$ cat src/rtl/mac_pkg.sv
package mac_pkg;
  localparam int unsigned OPMODE_W = 7;
  localparam int unsigned XY_W     = 4;
  localparam int unsigned ZSEL_W   = 3;

  localparam logic [XY_W-1:0] XY_MUL = 4'b0101;

  typedef enum logic [ZSEL_W-1:0] {
    Z_ZERO     = 3'b000,
    Z_PCIN     = 3'b001,
    Z_C        = 3'b011,
    Z_PCIN_SHR = 3'b101
  } zsel_e;
endpackage

$ cat src/rtl/mac_mult.sv
module mac_mult #(
  parameter int unsigned A_MUL_W = 25,
  parameter int unsigned B_W     = 18,
  parameter int unsigned P_W     = 48
) (
  input  logic [A_MUL_W-1:0] a_i,
  input  logic [B_W-1:0]     b_i,
  output logic [P_W-1:0]     prod_o
);
  localparam int unsigned M_W   = A_MUL_W + B_W;
  localparam int unsigned EXT_W = P_W - M_W;

  logic signed [M_W-1:0] m;

  assign m      = $signed(a_i) * $signed(b_i);
  assign prod_o = {{EXT_W{m[M_W-1]}}, m};

  // nonzero product sign follows operand signs; extension is uniform
  always_comb begin
    if (a_i != '0 && b_i != '0) begin
      a_r3_prod_sign: assert (prod_o[P_W-1] == (a_i[A_MUL_W-1] ^ b_i[B_W-1]))
        else $error("product sign mismatch");
    end
    a_r3_sext_uniform: assert ($countones(prod_o[P_W-1:M_W-1]) == 0 ||
                               $countones(prod_o[P_W-1:M_W-1]) == EXT_W + 1)
      else $error("product extension not uniform");
  end
endmodule

$ cat src/rtl/mac_xy.sv
module mac_xy
  import mac_pkg::*;
#(
  parameter int unsigned P_W = 48
) (
  input  logic [XY_W-1:0] sel_i,
  input  logic [P_W-1:0]  prod_i,
  output logic [P_W-1:0]  xy_o
);
  assign xy_o = (sel_i == XY_MUL) ? prod_i : '0;
endmodule

$ cat src/rtl/mac_zsel.sv
module mac_zsel
  import mac_pkg::*;
#(
  parameter int unsigned P_W   = 48,
  parameter int unsigned SHIFT = 17
) (
  input  logic [ZSEL_W-1:0] code_i,
  input  logic [P_W-1:0]    c_i,
  input  logic [P_W-1:0]    pcin_i,
  output logic [P_W-1:0]    z_o
);
  logic [P_W-1:0] pcin_shr;

  generate
    if (SHIFT == 0) begin : g_noshift
      assign pcin_shr = pcin_i;
    end else begin : g_shift
      assign pcin_shr = {{SHIFT{pcin_i[P_W-1]}}, pcin_i[P_W-1:SHIFT]};

      // top SHIFT+1 bits of the shifted term are all the cascade sign
      always_comb begin
        if (code_i == Z_PCIN_SHR) begin
          a_r7_shr_sign_fill: assert ($countones(z_o[P_W-1 -: SHIFT+1]) ==
                                      (pcin_i[P_W-1] ? SHIFT + 1 : 0))
            else $error("shifted cascade sign fill wrong");
        end
      end
    end
  endgenerate

  always_comb begin
    case (code_i)
      Z_PCIN:     z_o = pcin_i;
      Z_C:        z_o = c_i;
      Z_PCIN_SHR: z_o = pcin_shr;
      default:    z_o = '0;
    endcase
  end

  // unsupported codes contribute nothing
  always_comb begin
    if (code_i != Z_PCIN && code_i != Z_C && code_i != Z_PCIN_SHR) begin
      a_r8_unused_code_zero: assert (z_o == '0)
        else $error("unsupported Z code gave nonzero term");
    end
  end
endmodule

$ cat src/rtl/mac_slice.sv
module mac_slice
  import mac_pkg::*;
#(
  parameter int unsigned A_W        = 30,
  parameter int unsigned A_MUL_W    = 25,
  parameter int unsigned B_W        = 18,
  parameter int unsigned P_W        = 48,
  parameter int unsigned CASC_SHIFT = 17
) (
  input  logic [A_W-1:0]      a_i,
  input  logic [B_W-1:0]      b_i,
  input  logic [P_W-1:0]      c_i,
  input  logic [P_W-1:0]      pcin_i,
  input  logic [OPMODE_W-1:0] opmode_i,
  output logic [P_W-1:0]      p_o,
  output logic [P_W-1:0]      pcout_o
);
  localparam int unsigned ZLO = XY_W;

  logic [XY_W-1:0]   xy_sel;
  logic [ZSEL_W-1:0] z_code;
  logic [P_W-1:0]    prod;
  logic [P_W-1:0]    xy_term;
  logic [P_W-1:0]    z_term;
  logic [P_W-1:0]    sum;
  logic              unused_a_hi;

  assign xy_sel      = opmode_i[XY_W-1:0];
  assign z_code      = opmode_i[ZLO +: ZSEL_W];
  assign unused_a_hi = ^a_i[A_W-1:A_MUL_W];

  mac_mult #(
    .A_MUL_W (A_MUL_W),
    .B_W     (B_W),
    .P_W     (P_W)
  ) u_mult (
    .a_i    (a_i[A_MUL_W-1:0]),
    .b_i    (b_i),
    .prod_o (prod)
  );

  mac_xy #(
    .P_W (P_W)
  ) u_xy (
    .sel_i  (xy_sel),
    .prod_i (prod),
    .xy_o   (xy_term)
  );

  mac_zsel #(
    .P_W   (P_W),
    .SHIFT (CASC_SHIFT)
  ) u_zsel (
    .code_i (z_code),
    .c_i    (c_i),
    .pcin_i (pcin_i),
    .z_o    (z_term)
  );

  // modulo 2^P_W; carry discarded
  assign sum     = xy_term + z_term;
  assign p_o     = sum;
  assign pcout_o = sum;

  always_comb begin
    // zero Z term leaves the gated product
    if (z_code == Z_ZERO) begin
      a_r4_zero_z_passes_xy: assert (p_o == xy_term)
        else $error("zero Z term altered result");
    end
    // product gated off with zero Z gives zero
    if (xy_sel != XY_MUL && z_code == Z_ZERO) begin
      a_r2_gate_off_zero: assert (p_o == '0)
        else $error("gated product leaked");
    end
    // cascade passes through when product off
    if (xy_sel != XY_MUL && z_code == Z_PCIN) begin
      a_r5_pcin_pass: assert (p_o == pcin_i)
        else $error("cascade pass-through wrong");
    end
    // C passes through when product off
    if (xy_sel != XY_MUL && z_code == Z_C) begin
      a_r6_c_pass: assert (p_o == c_i)
        else $error("C pass-through wrong");
    end
  end
endmodule

$ cat config.mk
export PLATFORM = sky130hd
export DESIGN_NAME = mac_slice
export DESIGN_NICKNAME = d
export VERILOG_FILES = /design/src/rtl/mac_pkg.sv /design/src/rtl/mac_mult.sv /design/src/rtl/mac_xy.sv /design/src/rtl/mac_zsel.sv /design/src/rtl/mac_slice.sv
export SDC_FILE = /design/constraint.sdc
export NUM_CORES = 1
export LEC_CHECK = 0
export BUFFER_PORTS_ARGS = -buffer_cell sky130_fd_sc_hd__buf_2
export CORE_UTILIZATION = 45
export DETAILED_ROUTE_END_ITERATION = 7
export PLACE_DENSITY = 0.67
export SLEW_MARGIN = 30
export SYNTH_ARGS = -nofsm -noshare
export SYNTH_HDL_FRONTEND = slang
export SYNTH_SLANG_ARGS = --single-unit
$ cat constraint.sdc
create_clock -name vclk -period 8.9
set_clock_uncertainty 0.05 [all_clocks]
set_input_delay 0.445 -clock vclk [all_inputs]
set_output_delay 0.445 -clock vclk [all_outputs]
set_load 0.005 [all_outputs]
==> results of run 1 <==
## cell usage in the layout (no fill, tap or decap), types with 6 or more instances in the layout
cell type                  Yosys  final
sky130_fd_sc_hd__nand3_1      21     17
sky130_fd_sc_hd__buf_4        48    179
sky130_fd_sc_hd__nand4_1       7      7
sky130_fd_sc_hd__nand3b_1     32     32
sky130_fd_sc_hd__inv_1       535    528
sky130_fd_sc_hd__inv_2         0      7
sky130_fd_sc_hd__nor2_1       83     77
sky130_fd_sc_hd__buf_12        0      7
sky130_fd_sc_hd__o21ai_0      94     82
sky130_fd_sc_hd__clkbuf_4      0      9
sky130_fd_sc_hd__buf_6         0     29
sky130_fd_sc_hd__a21o_1       35     35
sky130_fd_sc_hd__xnor2_1      51     50
sky130_fd_sc_hd__nand2_1     330    326
sky130_fd_sc_hd__mux2i_1      48     48
sky130_fd_sc_hd__fa_1        442    434
sky130_fd_sc_hd__o21bai_1     10      9
sky130_fd_sc_hd__nor3_1       20     15
sky130_fd_sc_hd__o211ai_1      8      8
sky130_fd_sc_hd__xor2_1       25     25
sky130_fd_sc_hd__nor2b_1       9      9
sky130_fd_sc_hd__ha_1        154    139
sky130_fd_sc_hd__ha_4          0     12
sky130_fd_sc_hd__and2_1      200    196
sky130_fd_sc_hd__buf_2         3    214
sky130_fd_sc_hd__a21oi_2       2     18
sky130_fd_sc_hd__o21ai_1       5     12
sky130_fd_sc_hd__and3_1       10      9
sky130_fd_sc_hd__buf_8         0      9
sky130_fd_sc_hd__fa_2          0      8
sky130_fd_sc_hd__a31oi_1       7      6
sky130_fd_sc_hd__nand2b_1     21     20
sky130_fd_sc_hd__a21oi_1      83     65
sky130_fd_sc_hd__o21a_1        9      9
## cells by family (layout without fill, tap and decap cells)
family                     Yosys count  in the layout
AOI/OAI and AO/OA                  316            316
xor gates and xnor gates            76             76
adders and majority gates          596            596
buffers and inverters              703            984
muxes                               50             50
other                                0              1
and+or+nand+nor                    755            755
## synth_stat cells, drive strengths merged (3+ instances only)
master	count
xnor2	51
nor2b	9
inv	535
o21a	9
a31oi	7
a211o	3
o41ai	4
o21ai	100
nor3	20
a41oi	4
a21oi	86
or3	4
a311o	3
mux2i	48
a221oi	3
clkbuf	110
o22ai	3
fa	442
ha	154
o211ai	8
a31o	3
nand3	21
or2	6
nor2	83
a21boi	9
o21bai	10
a21o	35
o31ai	5
o31a	3
nand4	7
xor2	25
and2	201
and3	10
buf	57
nor4	3
nand2b	21
a211oi	7
nand2	330
nand3b	32
## timing repair
| action | 4_1_cts | 5_1_grt |
|---|---|---|
| pin swaps | 4 | 89 |
| resized for setup | 17 | 211 |
| buffers inserted | 1 | 19 |
| endpoints found under the setup margin | 26 | 38 |
| gates cloned | 0 | 1 |
## tightest hold or removal path: cells and delay by family
kind                     cells  cell delay [ns]
AND/OR/NAND/NOR              2             0.22
AO/OA/AOI/OAI                1             0.13
buffers and inverters        2             0.20
adder cells (fa/ha/maj)      1             0.15
## stage by stage
step                cell area [µm²]  instances  hold slack [ns]  TNS, ns
floorplan                     20600       2496             1.10        0
global placement              23100       3349             1.52    -1.57
detailed placement            23100       3349             1.52    -2.13
CTS                           23200       3350             1.53        0
global route                  24200       3370             1.57   -0.363
finish                        24200       3370             1.55        0
## metal layers
metal | share of wire | wire, µm
met2 | 0.50 | 28400
met4 | 0.031 | 1770
met3 | 0.053 | 3020
met1 | 0.41 | 23500
met5 | 0 | 0
## worst max path at each step
| stage | startpoint | endpoint | slack [ns] | cells after the start |
|---|---|---|---|---|
| 3_3_place_gp | a_i[12] | p_o[37] | -0.19 | 34 |
| 5_1_grt | b_i[1] | p_o[45] | -0.04 | 36 |
| 6_report | a_i[8] | p_o[33] | 0.21 | 35 |
| 2_1_floorplan | a_i[13] | pcout_o[43] | 0.0003 | 35 |
| 3_5_place_dp | a_i[12] | pcout_o[37] | -0.20 | 34 |
| 4_1_cts | a_i[7] | p_o[43] | 0.001 | 34 |
## area by class of cell
class,count,share of cell area
multi-input cells,1793,0.758
repair buffers,447,0.128
well taps,592,0.0307
repair inverters,1,0.000311
diodes,1,0.000104
inverters,536,0.0835
==> parameters.txt, run 1 <==
Parameter                              Value

Yosys
  Unique masters post-synth ... 75
  Most area-consuming cells after synthesis ... sky130_fd_sc_hd__fa_1, sky130_fd_sc_hd__inv_1, sky130_fd_sc_hd__ha_1
  Post-synthesis compound-gate area fraction ... 0.101
  Cell taking the most area after synthesis ... sky130_fd_sc_hd__fa_1
  Share of the yosys chip area belonging to registers ... 0
  Synthesized netlist net count ... 3243
  Dominant combinational cell family by area after synthesis ... adder cells
  Yosys warns ... 0
  Area share of fa/ha/maj cells after synthesis ... 0.524
  Portion of netlist area occupied by mux cells ... 0.0245
  Simple-gate share of the synthesized area ... 0.180
  Post-Syn Area ... just over 20000 µm²
  Post-Synth XOR/XNOR Area ... 0.0324
  Number of cells produced by synthesis ... 2496
  Area share of the largest cell type after synthesis ... 0.431
  Per-instance average area after synthesis ... around 8.2 µm²

Status
  Status ... finished, final reports clean

Die
  Io pins ... roughly 250
  Cell row count ... 77
  X dimension of the die ... 216 µm
  Vertical extent of the die ... 216 µm
  Initial cell density of the core ... 0.461
  Floorplan core area ... ~45000 µm²
  Die Outline Area ... 46500 µm²

Critical path
  Setup crit start kind ... primary input
  CP bufs+invs ... 10
  Crit-path max FO ... 7
  Endpoint arrival time on the critical path ... slightly above 8 ns
  Critical Path RT ... between 8 and 9 ns
  Slowest stage cell on the critical path ... sky130_fd_sc_hd__or4_4
  Critical path's top delay family ... adder cells
  Critical Path Max Stage Delay ... between 0.5 and 0.6 ns
  Critical path start-end classification ... in -> out
  Top cell by count, worst path ... sky130_fd_sc_hd__fa_1
  Endpoint type of the worst setup path ... output pin

STA
  Setup-violating endpoint count in the final report ... 0
  FMAX ... ~120 MHz
  Worst path setup slack after routing ... 0.206 ns
  Fin crit share ... 0.977
  Relative slew margins ... 0.407
  Final slew viol count ... 0
  Tmin final ... 8.69 ns
  Final Hold Viols ... 0
  Least-Margin Pin Slew ... ~0.9 ns

Global route
  GRT Overall Usage ... 0.243
  Vias in the first global route ... roughly 18000
  Overflow after GRT ... 0
  Met2 global-route usage ... 0.416
  Routing layer with the top usage in global route ... met2
  Global routing met3 resource utilization ... 0.0187
  Largest net degree at the start of global routing ... 80
  Met1 Use GR ... 0.329
  Initial antenna violation count ... 1
  Global-route wire length before repair ... between 90 and 100 mm

Layout
  Fraction of layout instances using a drive strength above 1 ... 0.207
  Area occupied by registers ... 0 µm²
  Number of nets in the finished design ... 3526
  Core occupancy in the finished layout ... 0.541
  Clock buffers ... 0
  Number of sequential cells in the layout ... 0
  Layout Area Growth over Synthesis ... 17.5%
  Number of filler instances in the final layout ... a little over 4000
  Area of combinational cells with multiple inputs ... between 15000 and 20000 µm²

Place
  Post-detail-place hpwl ... just under 50 mm
  GP Congestion ... 0.935
  Port Buf Inserts ... about 240
  Post-Place Worst Slack ... -0.200 ns

Routing
  Total length of routed wires ... between 50 and 60 mm
  Iteration-0 DRC Markers ... around 1200
  Detailed Routing Iterations Pass 1 ... 5
  Routed length per placed instance ... 16.8 µm
  Total number of vias ... roughly 18000
  Remaining DRCs ... 0
  Detail-routed via count per cell ... between 5 and 6
  Post-DRT Antenna Nets ... 0

Min path
  Startpoint of the lowest-slack hold path ... pcin_i[17]
  Path class of the lowest-slack min-delay path ... in -> out
  Hold Crit Endpoint ... p_o[0]
  Cell depth of the worst min-delay path ... 6

Job
  Number of violations of the max-capacitance limit ... 0

CTS
  Number of hold-repair buffers added at the cts stage ... 0
Power of run 1 is left out: the tool's default activity adds up to more than one toggle a clock period on the data nets, which glitch-free logic cannot reach.
==> run 2, diff against run 1 <==
--- a/config.mk
+++ b/config.mk
@@ -6,6 +6,7 @@
 export NUM_CORES = 1
 export LEC_CHECK = 0
 export BUFFER_PORTS_ARGS = -buffer_cell sky130_fd_sc_hd__buf_2
+export CORE_ASPECT_RATIO = 1.2
 export CORE_UTILIZATION = 45
 export DETAILED_ROUTE_END_ITERATION = 7
 export PLACE_DENSITY = 0.67
==> run 2 against run 1 <==
  * Via count is 1.1% lower
  * Core utilization is 0.21 points lower
  * Die area hardly changed
  * Cell area is 0.46% higher
==> parameters.txt, run 2 (synthesis results as in run 1) <==
Parameter                              Value

Critical path
  Crit-path max FO ... 7 (unchanged)
  Slowest stage cell on the critical path ... sky130_fd_sc_hd__fa_1
  Endpoint arrival time on the critical path ... 8.14 ns (-0.06 ns)
  Setup crit start kind ... primary input
  Endpoint type of the worst setup path ... output pin
  Critical Path RT ... 8.41 ns (about the same)
  Critical path start-end classification ... in -> out
  Critical Path Max Stage Delay ... 0.56 ns (about the same)
  Top cell by count, worst path ... sky130_fd_sc_hd__fa_1

Place
  Port Buf Inserts ... 242 (unchanged)
  Instance area after placement ... 23300 µm² (+0.61%)
  GP Congestion ... 0.969 (+3.6%)
  Post-detail-place hpwl ... 51.1 mm (+2.8%)
  Placed cell count ... 3382 (+0.99%)

STA
  Final slew viol count ... 0 (unchanged)
  Tmin final ... 8.64 ns (-0.0583 ns)
  Final Hold Viols ... 0 (unchanged)
  Fin crit share ... 0.970 (-0.00655)
  Least-Margin Pin Slew ... 0.876 ns (-0.00985 ns)
  Post-Route Hold Slack ... 1.52 ns (-0.0252 ns)
  Setup-violating endpoint count in the final report ... 0 (unchanged)
  RSZ-0062 raised after global routing ... yes
  Relative slew margins ... 0.416 (+0.00917)
  FMAX ... 116 MHz (+0.67%)

Global route
  GRT Overall Usage ... 0.251 (+0.00828)
  Largest net degree at the start of global routing ... 80 (unchanged)
  Initial antenna violation count ... 1 (unchanged)
  Vias in the first global route ... 18500 (+2.3%)
  Global-route wire length before repair ... 93.8 mm (+2.6%)
  Overflow after GRT ... 0 (unchanged)

Layout
  Final instance area ... 24300 µm² (+0.46%)
  Area occupied by registers ... 0 µm² (unchanged)
  Antenna Diode Count ... 0 (-1)
  Clock buffers ... 0 (unchanged)
  Number of filler instances in the final layout ... 4169 (+0.75%)
  Commonest non-fill, non-tap cells in the layout ... sky130_fd_sc_hd__inv_1, sky130_fd_sc_hd__fa_1, sky130_fd_sc_hd__nand2_1, sky130_fd_sc_hd__buf_2, sky130_fd_sc_hd__buf_4
  Layout Area Growth over Synthesis ... 18.1%
  Number of sequential cells in the layout ... 0 (unchanged)
  Number of nets in the finished design ... 3544 (+0.51%)
  Fraction of layout instances using a drive strength above 1 ... 0.215 (+0.00761)
  Most common cell after layout, fill and taps aside ... sky130_fd_sc_hd__inv_1
  Non-filler cells in the finished layout ... 3404 (+1.0%)

Routing
  Iteration-0 DRC Markers ... 816 (-33%)
  Post-DRT Antenna Nets ... 0 (unchanged)
  Detail-routed via count per cell ... 5.11 (-2.0%)
  Total number of vias ... 17400 (-1.1%)
  Total length of routed wires ... 56.7 mm (+0.15%)
  Remaining DRCs ... 0 (unchanged)
  Detailed Routing Iterations Pass 1 ... 5 (unchanged)
  Routed length per placed instance ... 16.7 µm (-0.85%)

Die
  Die Outline Area ... 46500 µm² (about the same)
  Vertical extent of the die ... 236 µm (+9.5%)
  Io pins ... 247 (unchanged)
  Cell row count ... 85 (+10%)
  Initial cell density of the core ... 0.457 (-0.00389)
  Floorplan core area ... 45000 µm² (+0.85%)
  X dimension of the die ... 197 µm (-8.6%)

Min path
  Path class of the lowest-slack min-delay path ... in -> out
  Cell depth of the worst min-delay path ... 6 (unchanged)
  Startpoint of the lowest-slack hold path ... pcin_i[0]
  Hold Crit Endpoint ... pcout_o[0]

CTS
  Number of hold-repair buffers added at the cts stage ... 0 (unchanged)

Status
  Status ... finished, final reports clean

Job
  Number of violations of the max-capacitance limit ... 0 (unchanged)
[run 2: timing repair]
action	CTS	global route
pin swaps	13	86
setup endpoints to repair	28	39
setup buffers	1	22
cloned	0	0
resized for setup	25	179
[run 2: layout make-up]
type	count	area, µm²	share of cell area
Multi-Input combinational cell	1793	18400	0.757
Timing Repair Buffer	466	3110	0.128
Inverter	536	2020	0.0831
Tap cell	609	762	0.0314
[run 2: per-stage QoR]
stage / setup slack [ns] / TNS, ns / utilization
CTS: 0.00424 / 0 / 0.520
finish: 0.264 / 0 / 0.539
detailed placement: -0.298 / -2.46 / 0.517
global placement: -0.305 / -1.92 / 0.517
global route: -0.0877 / -0.662 / 0.539
floorplan: 0.000296 / 0 / -
[run 2: how the worst max path moves through the flow]
stage | from | endpoint | slack [ns] | cells after the start
2_1_floorplan | a_i[13] | pcout_o[43] | 0.0003 | 35
4_1_cts | a_i[7] | p_o[38] | 0.004 | 36
6_report | a_i[11] | p_o[31] | 0.26 | 37
3_5_place_dp | b_i[3] | p_o[38] | -0.30 | 37
3_3_place_gp | b_i[3] | p_o[38] | -0.31 | 37
5_1_grt | a_i[5] | pcout_o[31] | -0.09 | 38
[run 2: routing by layer]
metal	vias up	global-route usage	routed length (µm)
met5	-	0	13
met4	2	0.0644	1820
met3	75	0.0142	2280
met2	531	0.454	28900
met1	8646	0.326	23700
li1	8149	-	-
[run 2: worst max-delay path: cells and delay by family]
family	cells	cell delay, ns
xor+xnor	1	0.30
compound gates	9	1.24
buf+inv	11	1.11
fa+ha+maj	8	3.61
simple gates	8	1.43
Power of run 2 is left out for the same reason.
